## src/rtl/dmac_pkg.sv

```systemverilog
package dmac_pkg;

    localparam int WORD_W   = 32;
    localparam int CNT_W    = 16;
    localparam int PIO_W    = 4;
    localparam int HDR_WORDS = 3;
    localparam int HDR_BYTES = HDR_WORDS * (WORD_W / 8);

    typedef enum logic [1:0] {
        CMD_NONE     = 2'd0,
        CMD_TO_MEM   = 2'd1,
        CMD_FROM_MEM = 2'd2,
        CMD_SENSE    = 2'd3
    } cmd_e;

    typedef enum logic [1:0] {
        CAUSE_NONE = 2'd0,
        CAUSE_TERM = 2'd1,
        CAUSE_BUS  = 2'd2
    } cause_e;

    typedef enum logic [3:0] {
        S_IDLE, S_WSEM, S_FETCH, S_PIO, S_SRC, S_DST, S_WEND, S_DONE, S_HALT
    } state_e;

    // control half-word; bit positions are decoded by software-built descriptors
    typedef struct packed {
        logic [PIO_W-1:0] npio;      // 15:12
        logic [1:0]       spare;     // 11:10
        logic             flush;     // 9
        logic             halt_term; // 8
        logic             wait_end;  // 7
        logic             dec_sem;   // 6
        logic             rdy_wait;  // 5
        logic             lock;      // 4
        logic             irq;       // 3
        logic             chain;     // 2
        cmd_e             cmd;       // 1:0
    } ctl_t;

    function automatic logic moves_data(ctl_t c);
        return (c.cmd == CMD_TO_MEM) || (c.cmd == CMD_FROM_MEM);
    endfunction

    function automatic logic [CNT_W-1:0] word_count(logic [CNT_W-1:0] nbytes);
        logic [CNT_W:0] s;
        s = {1'b0, nbytes} + (CNT_W+1)'(3);
        return {1'b0, s[CNT_W:2]};
    endfunction

endpackage

```

## src/rtl/dmac_req.sv

```systemverilog
module dmac_req (
    input  logic clk,
    input  logic rst,
    input  logic want,
    input  logic freeze,
    input  logic ack,
    output logic req,
    output logic done
);
    always_ff @(posedge clk) begin
        if (rst)
            req <= 1'b0;
        else if (req && (ack || !want))
            req <= 1'b0;
        else if (!req && want && !freeze)
            req <= 1'b1;
    end

    assign done = req && ack;
endmodule

```

## src/rtl/dmac_sema.sv

```systemverilog
module dmac_sema #(
    parameter int W = 8
) (
    input  logic         clk,
    input  logic         rst,
    input  logic [W-1:0] add,
    input  logic         dec,
    output logic [W-1:0] cnt
);
    logic [W:0] sum;

    always_comb begin
        sum = {1'b0, cnt} + {1'b0, add};
        if (dec && (sum != '0))
            sum = sum - (W+1)'(1);
    end

    always_ff @(posedge clk) begin
        if (rst)
            cnt <= '0;
        else
            cnt <= sum[W] ? '1 : sum[W-1:0];
    end
endmodule

```

## src/rtl/dmac_channel.sv

```systemverilog
module dmac_channel
    import dmac_pkg::*;
#(
    parameter int SEM_W = 8
) (
    input  logic              clk,
    input  logic              rst,
    input  logic              kick,
    input  logic [WORD_W-1:0] kick_ptr,
    input  logic [SEM_W-1:0]  sema_add,
    input  logic              freeze,
    output logic              mem_req,
    output logic              mem_we,
    output logic [WORD_W-1:0] mem_addr,
    output logic [WORD_W-1:0] mem_wdata,
    input  logic [WORD_W-1:0] mem_rdata,
    input  logic              mem_ack,
    input  logic              mem_err,
    output logic              pio_we,
    output logic [PIO_W-1:0]  pio_sel,
    output logic [WORD_W-1:0] pio_data,
    output logic              per_req,
    output logic              per_we,
    output logic [WORD_W-1:0] per_wdata,
    input  logic [WORD_W-1:0] per_rdata,
    input  logic              per_ack,
    input  logic              per_term,
    input  logic              per_end,
    output logic              busy,
    output logic              irq,
    output logic [1:0]        err_cause,
    output logic [WORD_W-1:0] cur_addr,
    output logic [SEM_W-1:0]  sema_cnt
);
    localparam int NPORT = 2;
    localparam int P_MEM = 0;
    localparam int P_PER = 1;

    state_e            st, st_body, st_fin;
    ctl_t              ctl;
    cause_e            cause;
    logic [WORD_W-1:0] ptr, nxt, bar, hold_q, src_data;
    logic [CNT_W-1:0]  wleft;
    logic [PIO_W-1:0]  widx;
    logic              term_hit, sem_dec, mem_done, per_done, src_done;
    logic [NPORT-1:0]  want, ack, req, done;

    // request holders for the memory and peripheral sides
    assign ack[P_MEM] = mem_ack;
    assign ack[P_PER] = per_ack;
    for (genvar g = 0; g < NPORT; g++) begin : g_port
        dmac_req u_req (
            .clk    (clk),
            .rst    (rst),
            .want   (want[g]),
            .freeze (freeze),
            .ack    (ack[g]),
            .req    (req[g]),
            .done   (done[g])
        );
    end
    assign mem_req  = req[P_MEM];
    assign per_req  = req[P_PER];
    assign mem_done = done[P_MEM];
    assign per_done = done[P_PER];

    dmac_sema #(.W(SEM_W)) u_sema (
        .clk (clk),
        .rst (rst),
        .add (sema_add),
        .dec (sem_dec),
        .cnt (sema_cnt)
    );

    assign sem_dec  = (st == S_DONE) && ctl.dec_sem;
    assign term_hit = per_term && ctl.halt_term;
    assign src_done = mem_done || per_done;
    assign src_data = (ctl.cmd == CMD_FROM_MEM) ? mem_rdata : per_rdata;

    always_comb begin
        want[P_MEM] = (st == S_FETCH) || (st == S_PIO) ||
                      ((st == S_SRC) && (ctl.cmd == CMD_FROM_MEM)) ||
                      ((st == S_DST) && (ctl.cmd == CMD_TO_MEM));
        want[P_PER] = ((st == S_SRC) && (ctl.cmd == CMD_TO_MEM)) ||
                      ((st == S_DST) && (ctl.cmd == CMD_FROM_MEM));
        case (st)
            S_FETCH: mem_addr = ptr + (WORD_W'(widx) << 2);
            S_PIO:   mem_addr = ptr + WORD_W'(HDR_BYTES) + (WORD_W'(widx) << 2);
            default: mem_addr = bar;
        endcase
    end

    always_comb begin
        st_fin = ctl.wait_end ? S_WEND : S_DONE;
        if (moves_data(ctl) && (wleft != '0))
            st_body = S_SRC;
        else
            st_body = st_fin;
    end

    always_ff @(posedge clk) begin
        if (rst) begin
            st       <= S_IDLE;
            ptr      <= '0;
            nxt      <= '0;
            bar      <= '0;
            hold_q   <= '0;
            ctl      <= '0;
            wleft    <= '0;
            widx     <= '0;
            cause    <= CAUSE_NONE;
            pio_we   <= 1'b0;
            pio_sel  <= '0;
            pio_data <= '0;
            irq      <= 1'b0;
        end else begin
            pio_we <= 1'b0;
            irq    <= 1'b0;
            case (st)
                S_IDLE: if (kick) begin
                    ptr <= kick_ptr;
                    st  <= S_WSEM;
                end
                S_WSEM: if (sema_cnt != '0) begin
                    widx <= '0;
                    st   <= S_FETCH;
                end
                S_FETCH: if (mem_done) begin
                    if (mem_err) begin
                        cause <= CAUSE_BUS;
                        st    <= S_HALT;
                    end else begin
                        case (widx)
                            PIO_W'(0): nxt <= mem_rdata;
                            PIO_W'(1): begin
                                ctl   <= ctl_t'(mem_rdata[15:0]);
                                wleft <= word_count(mem_rdata[31:16]);
                            end
                            default:   bar <= mem_rdata;
                        endcase
                        if (widx == PIO_W'(HDR_WORDS - 1)) begin
                            widx <= '0;
                            st   <= (ctl.npio != '0) ? S_PIO : st_body;
                        end else begin
                            widx <= widx + PIO_W'(1);
                        end
                    end
                end
                S_PIO: if (mem_done) begin
                    if (mem_err) begin
                        cause <= CAUSE_BUS;
                        st    <= S_HALT;
                    end else begin
                        pio_we   <= 1'b1;
                        pio_sel  <= widx;
                        pio_data <= mem_rdata;
                        if (widx == ctl.npio - PIO_W'(1)) begin
                            widx <= '0;
                            st   <= st_body;
                        end else begin
                            widx <= widx + PIO_W'(1);
                        end
                    end
                end
                S_SRC: begin
                    if (mem_done && mem_err) begin
                        cause <= CAUSE_BUS;
                        st    <= S_HALT;
                    end else if (term_hit) begin
                        cause <= CAUSE_TERM;
                        st    <= S_HALT;
                    end else if (src_done) begin
                        hold_q <= src_data;
                        st     <= S_DST;
                    end
                end
                S_DST: begin
                    if (mem_done && mem_err) begin
                        cause <= CAUSE_BUS;
                        st    <= S_HALT;
                    end else if (src_done) begin
                        bar   <= bar + WORD_W'(4);
                        wleft <= wleft - CNT_W'(1);
                        if (wleft == CNT_W'(1)) begin
                            st <= st_fin;
                        end else if (term_hit) begin
                            cause <= CAUSE_TERM;
                            st    <= S_HALT;
                        end else begin
                            st <= S_SRC;
                        end
                    end else if (term_hit) begin
                        cause <= CAUSE_TERM;
                        st    <= S_HALT;
                    end
                end
                S_WEND: if (per_end) st <= S_DONE;
                S_DONE: begin
                    irq <= ctl.irq;
                    if (ctl.chain) begin
                        ptr <= nxt;
                        st  <= S_WSEM;
                    end else begin
                        st <= S_IDLE;
                    end
                end
                default: st <= S_HALT;
            endcase
        end
    end

    assign mem_we    = (st == S_DST);
    assign per_we    = (st == S_DST);
    assign mem_wdata = hold_q;
    assign per_wdata = hold_q;
    assign busy      = (st != S_IDLE) && (st != S_HALT);
    assign err_cause = cause;
    assign cur_addr  = bar;

endmodule

```

## config.mk

```make
export PLATFORM = sky130hd
export DESIGN_NAME = dmac_channel
export DESIGN_NICKNAME = d
export VERILOG_FILES = /design/src/rtl/dmac_pkg.sv /design/src/rtl/dmac_req.sv /design/src/rtl/dmac_sema.sv /design/src/rtl/dmac_channel.sv
export SDC_FILE = /design/constraint.sdc
export NUM_CORES = 1
export LEC_CHECK = 0
export ABC_AREA = 1
export ABC_CLOCK_PERIOD_IN_PS = 7100
export BUFFER_PORTS_ARGS = -buffer_cell sky130_fd_sc_hd__buf_4
export CAP_MARGIN = 20
export CORE_MARGIN = 4
export CORE_UTILIZATION = 57
export CTS_CLUSTER_DIAMETER = 200
export CTS_CLUSTER_SIZE = 12
export DETAILED_ROUTE_END_ITERATION = 8
export PLACE_DENSITY = 0.86
export SLEW_MARGIN = 20
export SYNTH_ARGS = -nofsm -noshare
export SYNTH_HDL_FRONTEND = slang
export SYNTH_HIERARCHICAL = 1
export SYNTH_SLANG_ARGS = --single-unit
```

## constraint.sdc

```tcl
create_clock -name clk -period 7.1 [get_ports clk]
set_input_delay 1.42 -clock clk [delete_from_list [all_inputs] [get_ports clk]]
set_output_delay 1.42 -clock clk [all_outputs]
set_load 0.005 [all_outputs]
```

==> results.txt <==
post-cts sizing count -> 0
1st-pass router iterations -> 6
via count -> 15818
Congestion Overflow GR -> 0
gpl congestion -> 0.997
Critical Path Max Stage Delay -> 0.48 ns
Setup WS pre-CTS -> 2.91 ns
Tcrit/Tclk final -> 0.674
CP Cell Sequence -> inv_1 -> ha_1 -> inv_1 -> ha_1 -> a21o_1 -> nand2_1 -> nand2_1 -> nand2_1 -> nand2_1 -> nand2_1 -> o21ai_0 -> nand3_1 -> nand3_1 -> buf_4
Synth Instances -> 2134
CTS root buffer -> clkbuf_16
internal power -> 2.46 mW
die area -> 26300 sq um
final core occ -> 0.688
DP HPWL -> 37300 um
GR Util All Layers -> 0.363
Post-Syn Nets -> 2281
EDFF count, synth -> 0
CTS Hold Bufs -> 0
sequential share of power -> 0.367
via/cell ratio -> 5.97
DRC viols -> 0
Avg Cell Area, Syn -> 6.34 sq um
vias in the first global route -> 14392
nets -> 2477
Worst Tran Pin Value -> 1.10 ns
TritonCTS clock tree -> yes
peak supply drop -> 0.185 mV
critical path peak fanout -> 15
Final setup violation count -> 0
Slew HR -> 0.267
antenna cells -> 0
CP most frequent cell -> nand2_1
slowest stage cell, crit path -> dfxtp_1
clk sinks -> 213
worst path bufs/invs -> 3
number of H-tree levels -> 1
GRT busiest layer -> met2
Critical Path Stages -> 14
Power Density -> 263 nW/um^2
CP Capture Type -> output port
Post-synth top cells -> nand2_1 (537), nand3_1 (232), dfxtp_1 (213)
CTS Buffer Depth -> 3
post-CTS setup buffer count -> 0
area of the mapped netlist -> 13500 sq um
PortBufs -> 293
final setup margin -> 2.32 ns
crit path launch type -> flop
Worst-path clk slew -> 0.06 ns
Comb pwr share -> 0.400
sw frac -> 0.419
unrepaired setup endpoints after global routing -> false
DR iter-0 viols -> 1814
Die W -> 162 um
final worst path period need -> 4.78 ns
die height -> 162 um
Reg2Reg Depth -> 9
Yosys top cell by area -> dfxtp_1
worst hold stages -> 1
clk_lat worst skew -> 0.52 ns
row count -> 56
top cell type's share of synthesized area -> 0.315
worst endpoint required time -> 5.68 ns
Clk pwr share -> 0.233
Clock Skews -> 0.0126 ns
worst setup path class -> reg2out
Core ar. -> 23400 sq um
outcome -> finished, final reports clean
largest net degree at the start of global routing -> 96
CP arrival -> 3.36 ns
TritonCTS buffer count -> 21
Syn. warnings -> 6
Pleak -> 6.99 nW
Final TNS setup -> 0 ns
Synth cell types -> 52
ys async rst share -> 0
Seq/Total Area, Yosys -> 0.315
Initial Util -> 0.578
Synth-to-Final Area Change -> 18.9%
Synth Flop Type -> dfxtp_1
final hold violations -> 0
#FFs+latches synth -> 213
met2 usage -> 0.583
GR Util met1 -> 0.503
most numerous cell in the Yosys netlist -> nand2_1
met3 Resource Use GR -> 0.0594
initial antenna violation count -> 0
first-pass GRT wire length -> 77500 um
Synth area leaders -> dfxtp_1 (31%), nand2_1 (15%), nand3_1 (8.6%)
final wirelength -> 50400 um
post-DR wirelength/cell -> 19.0 um
f_max -> 209 MHz
max-slew violations -> 0
min-delay worst type -> reg2reg
DRT antenna net count -> 0
number of max-cap violations -> 0
share of cells above drive strength 1 -> 0.165
I/O pin count -> 294
Net Sw Power -> 1.77 mW
Top delay family on crit path -> simple AND/OR/NAND/NOR gates
placed cells by master, fill, tap and decap left out, types with 8 or more instances in the layout:
cell	n
ha_1	31
or2_2	8
inv_1	191
a211oi_1	28
xor2_1	18
inv_2	9
a31oi_1	52
o211ai_1	14
o21ai_1	10
dfxtp_1	213
a21oi_1	141
nand3b_1	10
buf_4	303
nand4_1	32
nand3_1	232
nor3_1	34
clkbuf_16	21
o21ai_0	159
nand2_2	13
nor2_1	207
nand2_1	537
power by group through the flow:
stage / Sequential, mW / Clock [mW] / Combinational, mW
final: 1.55 / 0.989 / 1.69
after global routing: 1.57 / 1.03 / 1.87
after CTS: 1.54 / 0.989 / 1.65
after detailed placement: 1.57 / 0 / 1.64
after global placement: 1.57 / 0 / 1.61
after floorplan: 1.50 / 0 / 1.20
metal layers:
metal,vias to the layer above,part of all wire,wire [um]
met5,-,0,0
met4,0,0.035,1780
met3,129,0.11,5480
met2,920,0.45,22600
met1,7326,0.41,20500
li1,7443,-,-
sequential cells by signal, summed over array words and instances, names as in the netlist:
signal,flops
ctl,11
cur_addr,32
err_cause,2
g_port.u_req/req,2
irq,1
mem_wdata,32
nxt,32
pio_data,32
pio_sel,4
pio_we,1
ptr,32
st,4
u_sema/cnt,8
widx,4
wleft,16
logic make-up (layout without fill, tap and decap cells):
logic type | count (synthesis) | after routing | synth area share
compound gates | 426 | 426 | 0.175
xor+xnor | 21 | 21 | 0.0136
fa+ha+maj | 34 | 34 | 0.0331
buf+inv | 334 | 530 | 0.107
flops | 213 | 213 | 0.315
simple gates | 1106 | 1106 | 0.356
path summary, 6_finish.rpt:
path,startpoint,endpoint,slack [ns]
worst max register to register,st[2]$_SDFFE_PP0P_,nxt[31]$_SDFFE_PP0P_,3.19
worst max-delay path,widx[1]$_SDFFE_PP0P_,mem_addr[16],2.32
worst min-delay path,wleft[15]$_SDFFE_PP0P_,wleft[15]$_SDFFE_PP0P_,0.46
worst min register to register,wleft[15]$_SDFFE_PP0P_,wleft[15]$_SDFFE_PP0P_,0.46
per-stage QoR:
step / std cells / cell area (sq um) / power, mW / hold slack (ns)
6_report: 2649 / 16100 / 4.24 / 0.461
5_1_grt: 2649 / 16100 / 4.47 / 0.479
4_1_cts: 2648 / 16100 / 4.19 / 0.458
3_5_place_dp: 2625 / 15500 / 3.22 / 0.442
3_3_place_gp: 2625 / 15500 / 3.17 / 0.433
2_1_floorplan: 2134 / 13500 / 2.70 / 0.421
area by class of cell:
| class | count | area (sq um) |
|---|---|---|
| clock buffer | 21 | 526 |
| multi-input combinational | 1587 | 7830 |
| tap | 319 | 399 |
| timing repair buffer | 304 | 2290 |
| sequential | 213 | 4260 |
| clock inverter | 2 | 13.8 |
| fill | 2128 | 7310 |
| inverter | 203 | 764 |
Note: power is estimated with default switching activity, not from simulation.
